$ cat src/rtl/dfifo_pkg.sv
package dfifo_pkg;

  typedef enum logic [1:0] {
    MODE_OFF = 2'd0,
    MODE_TX  = 2'd1,
    MODE_RX  = 2'd2
  } dfifo_mode_e;

  function automatic dfifo_mode_e decode_mode(input logic tx, input logic rx);
    if (tx && !rx)      return MODE_TX;
    else if (rx && !tx) return MODE_RX;
    else                return MODE_OFF;
  endfunction

endpackage

$ cat src/rtl/dfifo_mem.sv
module dfifo_mem #(
  parameter int DATA_W = 32,
  parameter int DEPTH  = 32,
  parameter int PTR_W  = 5
) (
  input  logic              clk,
  input  logic              we,
  input  logic [PTR_W-1:0]  waddr,
  input  logic [DATA_W-1:0] wdata,
  input  logic [PTR_W-1:0]  raddr,
  output logic [DATA_W-1:0] rdata
);

  logic [DATA_W-1:0] mem [DEPTH];

  always_ff @(posedge clk) begin
    if (we) mem[waddr] <= wdata;
  end

  // Asynchronous read: the oldest word is visible in the same cycle as the pointer.
  assign rdata = mem[raddr];

endmodule

$ cat src/rtl/dfifo_ctrl.sv
module dfifo_ctrl #(
  parameter int DEPTH = 32,
  parameter int PTR_W = 5,
  parameter int CNT_W = 6
) (
  input  logic             clk,
  input  logic             rst,
  input  logic             flush,
  input  logic             push,
  input  logic             pop,
  output logic             push_ok,
  output logic             pop_ok,
  output logic [PTR_W-1:0] wr_ptr,
  output logic [PTR_W-1:0] rd_ptr,
  output logic [CNT_W-1:0] occ
);

  localparam logic [CNT_W-1:0] FULL_CNT = CNT_W'(DEPTH);
  localparam logic [PTR_W-1:0] LAST_IDX = PTR_W'(DEPTH - 1);

  function automatic logic [PTR_W-1:0] bump(input logic [PTR_W-1:0] p);
    return (p == LAST_IDX) ? '0 : p + 1'b1;
  endfunction

  assign push_ok = push && (occ != FULL_CNT);
  assign pop_ok  = pop  && (occ != '0);

  always_ff @(posedge clk) begin
    if (rst || flush) begin
      wr_ptr <= '0;
      rd_ptr <= '0;
      occ    <= '0;
    end else begin
      if (push_ok) wr_ptr <= bump(wr_ptr);
      if (pop_ok)  rd_ptr <= bump(rd_ptr);
      case ({push_ok, pop_ok})
        2'b10:   occ <= occ + 1'b1;
        2'b01:   occ <= occ - 1'b1;
        default: occ <= occ;
      endcase
    end
  end

endmodule

$ cat src/rtl/dfifo_status.sv
module dfifo_status
  import dfifo_pkg::*;
#(
  parameter int DEPTH  = 32,
  parameter int CNT_W  = 6,
  parameter int THRESH = 8
) (
  input  logic             clk,
  input  logic             rst,
  input  dfifo_mode_e      mode,
  input  logic [CNT_W-1:0] occ,
  input  logic             und_evt,
  input  logic             ovr_evt,
  input  logic             clr_wr,
  input  logic [1:0]       clr_mask,
  output logic             tx_full,
  output logic             tx_empty,
  output logic             tx_half_empty,
  output logic             tx_avail,
  output logic             tx_underrun,
  output logic             rx_full,
  output logic             rx_empty,
  output logic             rx_half_full,
  output logic             rx_avail,
  output logic             rx_overrun
);

  localparam logic [CNT_W-1:0] FULL_CNT = CNT_W'(DEPTH);
  localparam logic [CNT_W-1:0] THR_CNT  = CNT_W'(THRESH);

  logic und_q, ovr_q;
  logic is_full, is_empty;
  logic tx_on, rx_on;

  always_ff @(posedge clk) begin
    if (rst) begin
      und_q <= 1'b0;
      ovr_q <= 1'b0;
    end else begin
      if (und_evt)                      und_q <= 1'b1;
      else if (clr_wr && clr_mask[0])   und_q <= 1'b0;
      if (ovr_evt)                      ovr_q <= 1'b1;
      else if (clr_wr && clr_mask[1])   ovr_q <= 1'b0;
    end
  end

  assign is_full  = (occ == FULL_CNT);
  assign is_empty = (occ == '0);
  assign tx_on    = (mode == MODE_TX);
  assign rx_on    = (mode == MODE_RX);

  assign tx_full       = tx_on && is_full;
  assign tx_empty      = tx_on && is_empty;
  assign tx_avail      = tx_on && !is_empty;
  assign tx_half_empty = tx_on && ((FULL_CNT - occ) >= THR_CNT);
  assign tx_underrun   = tx_on && und_q;

  assign rx_full       = rx_on && is_full;
  assign rx_empty      = rx_on && is_empty;
  assign rx_avail      = rx_on && !is_empty;
  assign rx_half_full  = rx_on && (occ >= THR_CNT);
  assign rx_overrun    = rx_on && ovr_q;

endmodule

$ cat src/rtl/dfifo_dir_shared.sv
module dfifo_dir_shared
  import dfifo_pkg::*;
#(
  parameter int              DATA_W   = 32,
  parameter int              DEPTH    = 32,
  parameter int              ADDR_W   = 8,
  parameter int              THRESH   = 8,
  parameter logic [ADDR_W-1:0] WIN_BASE = 8'h20
) (
  input  logic              clk,
  input  logic              rst,
  input  logic              tx_act,
  input  logic              rx_act,
  input  logic [ADDR_W-1:0] host_addr,
  input  logic              host_wr_en,
  input  logic [DATA_W-1:0] host_wdata,
  input  logic              host_rd_en,
  output logic [DATA_W-1:0] host_rdata,
  input  logic              dp_load,
  output logic [DATA_W-1:0] dp_rdata,
  input  logic              dp_wr_en,
  input  logic [DATA_W-1:0] dp_wdata,
  input  logic              clr_wr,
  input  logic [1:0]        clr_mask,
  output logic              tx_full,
  output logic              tx_empty,
  output logic              tx_half_empty,
  output logic              tx_avail,
  output logic              tx_underrun,
  output logic              rx_full,
  output logic              rx_empty,
  output logic              rx_half_full,
  output logic              rx_avail,
  output logic              rx_overrun
);

  localparam int               PTR_W    = (DEPTH > 1) ? $clog2(DEPTH) : 1;
  localparam int               CNT_W    = $clog2(DEPTH + 1);
  localparam logic [ADDR_W-1:0] LOW_MASK = ADDR_W'(DEPTH - 1);

  dfifo_mode_e       mode;
  logic              rx_act_q;
  logic              flush;
  logic              win_hit;
  logic              push, pop, push_ok, pop_ok;
  logic [DATA_W-1:0] wdata, rdata;
  logic [PTR_W-1:0]  wr_ptr, rd_ptr;
  logic [CNT_W-1:0]  occ;
  logic              und_evt, ovr_evt;

  assign mode    = decode_mode(tx_act, rx_act);
  assign win_hit = (((host_addr ^ WIN_BASE) & ~LOW_MASK) == '0);

  always_ff @(posedge clk) begin
    if (rst) rx_act_q <= 1'b0;
    else     rx_act_q <= rx_act;
  end
  assign flush = rx_act_q && !rx_act;

  always_comb begin
    push  = 1'b0;
    pop   = 1'b0;
    wdata = host_wdata;
    case (mode)
      MODE_TX: begin
        push  = host_wr_en && win_hit;
        pop   = dp_load;
        wdata = host_wdata;
      end
      MODE_RX: begin
        push  = dp_wr_en;
        pop   = host_rd_en && win_hit;
        wdata = dp_wdata;
      end
      default: ;
    endcase
  end

  assign und_evt = (mode == MODE_TX) && pop  && !pop_ok;
  assign ovr_evt = (mode == MODE_RX) && push && !push_ok;

  dfifo_ctrl #(.DEPTH(DEPTH), .PTR_W(PTR_W), .CNT_W(CNT_W)) u_ctrl (
    .clk(clk), .rst(rst), .flush(flush), .push(push), .pop(pop),
    .push_ok(push_ok), .pop_ok(pop_ok),
    .wr_ptr(wr_ptr), .rd_ptr(rd_ptr), .occ(occ)
  );

  dfifo_mem #(.DATA_W(DATA_W), .DEPTH(DEPTH), .PTR_W(PTR_W)) u_mem (
    .clk(clk), .we(push_ok), .waddr(wr_ptr), .wdata(wdata),
    .raddr(rd_ptr), .rdata(rdata)
  );

  dfifo_status #(.DEPTH(DEPTH), .CNT_W(CNT_W), .THRESH(THRESH)) u_stat (
    .clk(clk), .rst(rst), .mode(mode), .occ(occ),
    .und_evt(und_evt), .ovr_evt(ovr_evt),
    .clr_wr(clr_wr), .clr_mask(clr_mask),
    .tx_full(tx_full), .tx_empty(tx_empty), .tx_half_empty(tx_half_empty),
    .tx_avail(tx_avail), .tx_underrun(tx_underrun),
    .rx_full(rx_full), .rx_empty(rx_empty), .rx_half_full(rx_half_full),
    .rx_avail(rx_avail), .rx_overrun(rx_overrun)
  );

  assign dp_rdata   = (mode == MODE_TX) ? rdata : '0;
  assign host_rdata = (mode == MODE_RX) ? rdata : '0;

endmodule

$ cat config.mk
export PLATFORM = sky130hd
export DESIGN_NAME = dfifo_dir_shared
export DESIGN_NICKNAME = d
export VERILOG_FILES = /design/src/rtl/dfifo_pkg.sv /design/src/rtl/dfifo_mem.sv /design/src/rtl/dfifo_ctrl.sv /design/src/rtl/dfifo_status.sv /design/src/rtl/dfifo_dir_shared.sv
export SDC_FILE = /design/constraint.sdc
export NUM_CORES = 1
export LEC_CHECK = 0
export BUFFER_PORTS_ARGS = -buffer_cell sky130_fd_sc_hd__clkbuf_2
export CORE_MARGIN = 2
export CORE_UTILIZATION = 40
export CTS_CLUSTER_DIAMETER = 200
export DETAILED_ROUTE_END_ITERATION = 10
export GPL_TIMING_DRIVEN = 0
export PLACE_DENSITY = 0.52
export REMOVE_ABC_BUFFERS = 1
export SYNTH_ARGS = -nofsm -noshare
export SYNTH_HDL_FRONTEND = slang
export SYNTH_SLANG_ARGS = --single-unit
$ cat constraint.sdc
create_clock -name clk -period 6.1 [get_ports clk]
set_input_delay 1.22 -clock clk [delete_from_list [all_inputs] [get_ports clk]]
set_output_delay 1.22 -clock clk [all_outputs]
set_load 0.02 [all_outputs]
==> results of run 1 <==
[how the worst min path moves through the flow]
stage,from,endpoint,slack (ns),cells past startpoint
after global placement,u_stat.und_q,u_stat.und_q,0.49,2
final,u_ctrl.rd_ptr[1],register,0.51,2
after CTS,u_ctrl.rd_ptr[1],register,0.51,2
after detailed placement,u_stat.ovr_q,u_stat.ovr_q,0.49,2
after floorplan,u_stat.ovr_q,u_stat.ovr_q,0.46,2
after global routing,u_stat.ovr_q,u_stat.ovr_q,0.53,2
[area by class of cell]
cell class,instances,share of cell area (%)
clock inverter,61,1.12
inverter,6,0.0459
tap,1368,3.49
multi-input combinational,740,20.0
clock buffer,140,5.99
sequential,1048,63.7
timing repair buffer,229,5.60
[worst register-to-register path, cell delays in order, from the launching register on]
cell      delay, ns
dfxtp_1        0.44
or3_1          0.41
nor4_2         0.47
nand2b_1       0.39
inv_1          0.08
ha_1           0.42
xor2_1         0.23
ha_1           0.26
or4b_2         0.61
a21oi_1        0.17
a31oi_1        0.07
nand3_1        0.12
[power by group through the flow]
| stage | combinational [mW] | sequential (mW) | clock (mW) |
|---|---|---|---|
| 2_1_floorplan | 0.193 | 8.12 | 0 |
| 3_3_place_gp | 0.311 | 8.13 | 0 |
| 3_5_place_dp | 0.335 | 8.12 | 0 |
| 4_1_cts | 0.336 | 7.97 | 6.64 |
| 5_1_grt | 0.365 | 7.96 | 6.91 |
| 6_report | 0.330 | 7.97 | 6.49 |
[per-layer routing]
layer	up-vias	track usage (%)	share of wire [%]	wire length [um]
met3	186	3.12	5.9	6010
met4	0	5.84	2.7	2770
met2	692	29.6	46	47300
li1	8533	-	-	-
met5	-	0	0	0
met1	10900	28.2	45	45700
[through the flow]
| step | worst slack (ns) | utilization (%) | area [um2] | instances |
|---|---|---|---|---|
| 6_report | 0.941 | 48.0 | 49000 | 3592 |
| 5_1_grt | 0.702 | 48.0 | 49000 | 3592 |
| 4_1_cts | 0.838 | 48.0 | 49000 | 3592 |
| 3_5_place_dp | 1.31 | 44.6 | 45500 | 3391 |
| 3_3_place_gp | -13.31 | 42.4 | 43300 | 3313 |
| 2_1_floorplan | -7.08 | - | 40800 | 1794 |
[cells by family (layout without fill, tap and decap cells)]
| kind of cell | after synthesis | count (layout) | synth area share, % |
|---|---|---|---|
| AOI/OAI and AO/OA | 114 | 114 | 2.00 |
| and+or+nand+nor | 193 | 193 | 2.67 |
| xor gates and xnor gates | 2 | 2 | 0.0424 |
| DFF | 1048 | 1048 | 75.6 |
| buffers and inverters | 117 | 436 | 1.27 |
| adders and majority gates | 11 | 11 | 0.333 |
| muxes | 420 | 420 | 18.0 |
[flip-flops by register name, indices dropped and copies added, names as in the netlist, named ones only]
register / cells
rx_act_q: 1
u_ctrl.occ: 6
u_ctrl.rd_ptr: 5
u_ctrl.wr_ptr: 5
u_mem.mem: 1024
u_stat.ovr_q: 1
u_stat.und_q: 1
[cells in the mapped netlist (all sizes together) (4+ instances only)]
cell type | count | area share (%)
a21oi | 16 | 0.19
o21ai | 7 | 0.085
nand2 | 18 | 0.16
clkbuf | 49 | 0.45
a31oi | 5 | 0.076
ha | 11 | 0.33
inv | 6 | 0.055
mux2i | 132 | 3.2
mux4 | 256 | 14
and3 | 68 | 1.0
mux2 | 32 | 0.87
nor3b | 5 | 0.091
a22oi | 67 | 1.2
nor2 | 50 | 0.47
or3 | 7 | 0.11
dfxtp | 24 | 1.2
buf | 62 | 0.77
a211o | 4 | 0.085
nor2b | 5 | 0.076
and2 | 8 | 0.12
nand3 | 10 | 0.12
edfxtp | 1024 | 74
==> out/results.tsv, run 1 <==
stage	metric	value	unit
pwr	Tot Pwr	14.8	mW
logic_synthesis	EDFF count, synth	1024	
clocking	clock tree root buffer cell	clkbuf_16	
setup_path	arrival time at the worst endpoint	3.94	ns
pwr	clock share of power	43.9	%
setup_path	R2R cell count	11	
clocking	CTS Buffer Depth	3	
final_layout	most common cell after layout, fill and taps aside	edfxtp_1	
routing	Residual DRC	0	
logic_synthesis	Seq cells post-synth	1048	
routing	Via density	5.64	
final_layout	layout cells sized above 1	32.7	%
clocking	H-tree depth	3	
grt	Remaining Overflow, GRT	0	
routing	via count	20300	
sta	RSZ-0062 raised after global routing	false	
pwr	Comb pwr share	2.2	%
logic_synthesis	syn_area_per_cell	21.7	um2
sta	Rel. slew slack	33.1	%
pwr	Sequential Power Share	53.9	%
logic_synthesis	post-synthesis cell type count	56	
placed_design	Final Wtd Congestion	0.724	
sta	Setup Skew	0.0259	ns
status	status	complete, no violations	
clocking	post-CTS setup buffers	0	
setup_path	Critical R2R Capture	u_ctrl.occ[2]	
setup_path	Worst setup SP type	register	
setup_path	CP bufs+invs	5	
pwr	Pint	11.8	mW
logic_synthesis	sequential fraction of the synthesis area	75.6	%
routing	count of TritonRoute iterations in the first routing pass	5	
final_layout	Layout fillers	8325	
floorplanning	Initial Util	40.5	%
grt	largest net degree at the start of global routing	58	
floorplanning	die area	0.106	mm2
logic_synthesis	area of the mapped netlist	0.0413	mm2
setup_path	r2r startpoint	u_ctrl.occ[2]	
grt	first-pass GRT wire length	147000	um
setup_path	CP delay by family, top	buffers and inverters	
floorplanning	row count	117	
setup_path	Worst path depth	9	
routing	final wirelength	102000	um
routing	DR iter-0 viols	1939	
routing	wire length per cell	28.3	um
floorplanning	core area	0.102	mm2
final_layout	Layout Area Growth over Synthesis	18.7	%
routing	Antenna Nets Post-Route	0	
pwr	peak supply drop	0.000241	V
setup_path	crit path capture	dp_rdata[19]	
sta	final setup violating endpoints	0	
clocking	CTS tree	built	
placed_design	Buffers on Ports	151	
logic_synthesis	Most used DFF post-synth	edfxtp_1	
pwr	P per Cell Area	302	mW/mm2
pwr	Pleak	15.1	nW
floorplanning	Die H	325	um
setup_path	crit-path max FO	49	
sta	Max Slew Vio Count	0	
clocking	# hold bufs at CTS	0	
clocking	CTS clk-pin slew, worst paths	0.06	ns
placed_design	HPWL Detailed	63300	um
sta	hold slack final	0.508	ns
pwr	switch share	20.1	%
sta	FMAX	194	MHz
clocking	cts bufs inserted	109	
final_layout	area of the multi-input gates	0.00981	mm2
setup_path	Worst Path Required	4.88	ns
flow_run	Max-Cap Viols	0	
final_layout	n_diodes	0	
grt	initial antenna violation count	2	
clocking	latest clock arrival within the worst-skew pair	0.69	ns
logic_synthesis	Synth Warn #	0	
sta	Final Hold Fails	0	
final_layout	NumNets Final	2228	
logic_synthesis	post-synthesis cell count	1905	
sta	TNS Setup	0	ns
setup_path	Critical-path top delay cell	dfxtp_4	
grt	vias in the first global route	21400	
setup_path	internal reg-to-reg setup slack	2.38	ns
clocking	clock sink count	1048	
setup_path	most frequent CP cell	buf_16	
grt	gr usage total	19.2	%
logic_synthesis	ys async rst share	0	%
setup_path	crit end category	output pin	
setup_path	CP max stage delay	0.69	ns
setup_path	Worst Setup Path Type	register to output pin	
clocking	cts repair resizes	0	
pwr	switching pwr	2.97	mW
final_layout	sequential cell area	0.0312	mm2
min_path	Hold Path Class	register to register	
sta	worst slew pin tran	1.00	ns
setup_path	cell chain of the critical path	buf_16 > buf_16 > buf_16 > buf_16 > mux4_2 > mux2i_1 > a22oi_1 > and3_1 > clkbuf_2	
floorplanning	Die W	325	um
sta	fin crit share	84.6	%
final_layout	commonest non-fill, non-tap cells in the layout	edfxtp_1 (1,024), mux4_2 (256), clkbuf_2 (151), mux2i_1 (132), clkbuf_16 (112)	
floorplanning	I/O Pins	157	
sta	post-route minimum period	5.16	ns
No activity file was read; power rests on OpenSTA's default activity.
==> run 2: changes to the inputs <==
==> constraint.sdc (replaced) <==
create_clock -name clk -period 4.9 [get_ports clk]
set_input_delay 0.98 -clock clk [delete_from_list [all_inputs] [get_ports clk]]
set_output_delay 0.98 -clock clk [all_outputs]
set_load 0.02 [all_outputs]
==> out/results.tsv, run 2 (synthesis gave the netlist of run 1 again) <==
stage	metric	value	unit	change
status	status	complete, no violations		
routing	final wirelength	102000	um	+0.27%
flow_run	Max-Cap Viols	0		unchanged
clocking	CTS clk-pin slew, worst paths	0.06	ns	about the same
final_layout	n_diodes	0		unchanged
final_layout	Layout fillers	8318		-0.084%
pwr	clock share of power	43.9	%	about the same
setup_path	r2r startpoint	u_ctrl.occ[2]		
sta	fin crit share	94.0	%	
routing	DR iter-0 viols	1963		+1.2%
final_layout	layout cells sized above 1	32.8	%	+0.11 points
clocking	CTS tree	built		
floorplanning	I/O Pins	157		unchanged
routing	wire length per cell	28.4	um	+0.22%
sta	Max Slew Vio Count	0		unchanged
setup_path	Worst setup SP type	register		
grt	vias in the first global route	21400		-0.066%
grt	largest net degree at the start of global routing	58		unchanged
pwr	peak supply drop	0.000299	V	+24%
sta	Rel. slew slack	32.9	%	-0.18 points
routing	Antenna Nets Post-Route	0		unchanged
placed_design	placed insts	3391		unchanged
sta	worst slew pin tran	1.00	ns	+0.00271 ns
floorplanning	Die W	325	um	unchanged
setup_path	Critical R2R Capture	u_ctrl.occ[2]		
floorplanning	die area	0.106	mm2	unchanged
grt	initial antenna violation count	2		unchanged
routing	count of TritonRoute iterations in the first routing pass	5		unchanged
clocking	H-tree depth	3		unchanged
pwr	Sequential Power Share	53.9	%	about the same
floorplanning	Die H	325	um	unchanged
sta	final setup violating endpoints	0		unchanged
grt	Top Usage Layer GRT	met2		
placed_design	Final Wtd Congestion	0.724		unchanged
clocking	clock sink count	1048		unchanged
pwr	Pleak	15.1	nW	+0.12%
floorplanning	core area	0.102	mm2	unchanged
floorplanning	row count	117		unchanged
sta	Final Hold Fails	0		unchanged
grt	Remaining Overflow, GRT	0		unchanged
setup_path	internal reg-to-reg setup slack	1.18	ns	-1.20 ns
pwr	switching pwr	3.69	mW	+24%
pwr	switch share	20.0	%	-0.025 points
sta	Setup Skew	0.0257	ns	-0.000192 ns
grt	met1 usage	28.3	%	about the same
setup_path	crit path capture	dp_rdata[14]		
final_layout	most common cell after layout, fill and taps aside	edfxtp_1		
routing	Via density	5.63		-0.15%
clocking	cts bufs inserted	109		unchanged
routing	via count	20200		-0.099%
final_layout	Top reg by flops	u_mem.mem		
setup_path	arrival time at the worst endpoint	3.63	ns	-0.31 ns
setup_path	Worst Setup Path Type	register to output pin		
sta	RSZ-0062 raised after global routing	false		
setup_path	R2R cell count	11		unchanged
final_layout	NumNets Final	2230		+0.090%
final_layout	Top Registers	u_mem.mem x1024, u_ctrl.occ x6		
placed_design	HPWL Detailed	63300	um	unchanged
setup_path	Worst Path Required	3.92	ns	-0.96 ns
setup_path	crit end category	output pin		
sta	FMAX	217	MHz	
final_layout	max reg flops	1024		unchanged
clocking	clock tree root buffer cell	clkbuf_16		
min_path	Hold Path Class	register to register		
final_layout	Finished Layout Cells	3594		+0.056%
final_layout	Layout Area Growth over Synthesis	18.8	%	about the same
final_layout	commonest non-fill, non-tap cells in the layout	edfxtp_1 (1,024), mux4_2 (256), clkbuf_2 (151), mux2i_1 (132), clkbuf_16 (113)		
placed_design	Buffers on Ports	151		unchanged
grt	gr usage total	19.3	%	about the same
clocking	latest clock arrival within the worst-skew pair	0.69	ns	about the same
pwr	P per Cell Area	375	mW/mm2	+24%
clocking	CTS Buffer Depth	3		unchanged
grt	GR Util met2	29.7	%	+0.070 points
grt	first-pass GRT wire length	147000	um	about the same
sta	post-route minimum period	4.61	ns	
pwr	Pint	14.7	mW	+24%
final_layout	final core utilization	48.1	%	about the same
routing	Residual DRC	0		unchanged
grt	grt met3 use	3.17	%	+0.055 points
setup_path	crit-path max FO	50		+2.0%
pwr	Comb pwr share	2.2	%	about the same
floorplanning	Initial Util	40.5	%	unchanged
run 2: worst min-delay path by stage:
stage	start	to	slack (ns)	cells past startpoint
after detailed placement	u_stat.ovr_q	u_stat.ovr_q	0.49	2
final	u_ctrl.rd_ptr[1]	register	0.51	2
after floorplan	u_stat.ovr_q	u_stat.ovr_q	0.46	2
after CTS	rst	rx_act_q	0.49	2
after global routing	rst	u_stat.und_q	0.51	2
after global placement	u_stat.und_q	u_stat.und_q	0.49	2
run 2: critical path: stages (launching register included):
cell	delay (ns)
dfxtp_4	0.55
buf_16	0.31
buf_16	0.34
buf_16	0.25
buf_16	0.29
mux4_2	0.35
mux2i_1	0.20
a22oi_1	0.17
and3_1	0.26
clkbuf_2	0.15
run 2: power groups by stage:
stage | sequential, mW | clock, mW | combinational, mW
detailed placement | 10.1 | 0 | 0.417
global route | 9.92 | 8.60 | 0.455
finish | 9.92 | 8.08 | 0.411
floorplan | 10.1 | 0 | 0.240
global placement | 10.1 | 0 | 0.388
CTS | 9.92 | 8.27 | 0.418
run 2: timing repair:
action | CTS | global route
setup buffers | 1 | 0
cloned | 0 | 1
resized for setup | 0 | 1
hold buffers | 0 | 0
setup endpoints to repair | 12 | 4
run 2: through the flow:
stage	total power [mW]	instance area, um2	hold slack, ns	setup slack (ns)	TNS [ns]
2_1_floorplan	10.4	40800	0.457	-8.04	-514.48
3_3_place_gp	10.5	43300	0.485	-14.27	-5735.20
3_5_place_dp	10.5	45500	0.495	0.353	0
4_1_cts	18.6	49000	0.486	0.0439	0
5_1_grt	19.0	49100	0.512	0.0390	0
6_report	18.4	49100	0.505	0.292	0
run 2: per-layer routing:
metal	wire, um	vias up	share of wire, %
met5	0	-	0
met4	2650	0	2.6
met3	5380	174	5.3
met2	47500	655	47
met1	46500	10900	46
li1	-	8535	-
run 2: layout make-up:
| type | count | area [um2] | area share (%) |
|---|---|---|---|
| tap | 1368 | 1710 | 3.49 |
| inverter | 6 | 22.5 | 0.0459 |
| clock inverter | 61 | 549 | 1.12 |
| timing repair buffer | 231 | 2790 | 5.68 |
| clock buffer | 140 | 2940 | 5.99 |
| multi-input combinational | 740 | 9820 | 20.0 |
| sequential | 1048 | 31200 | 63.7 |
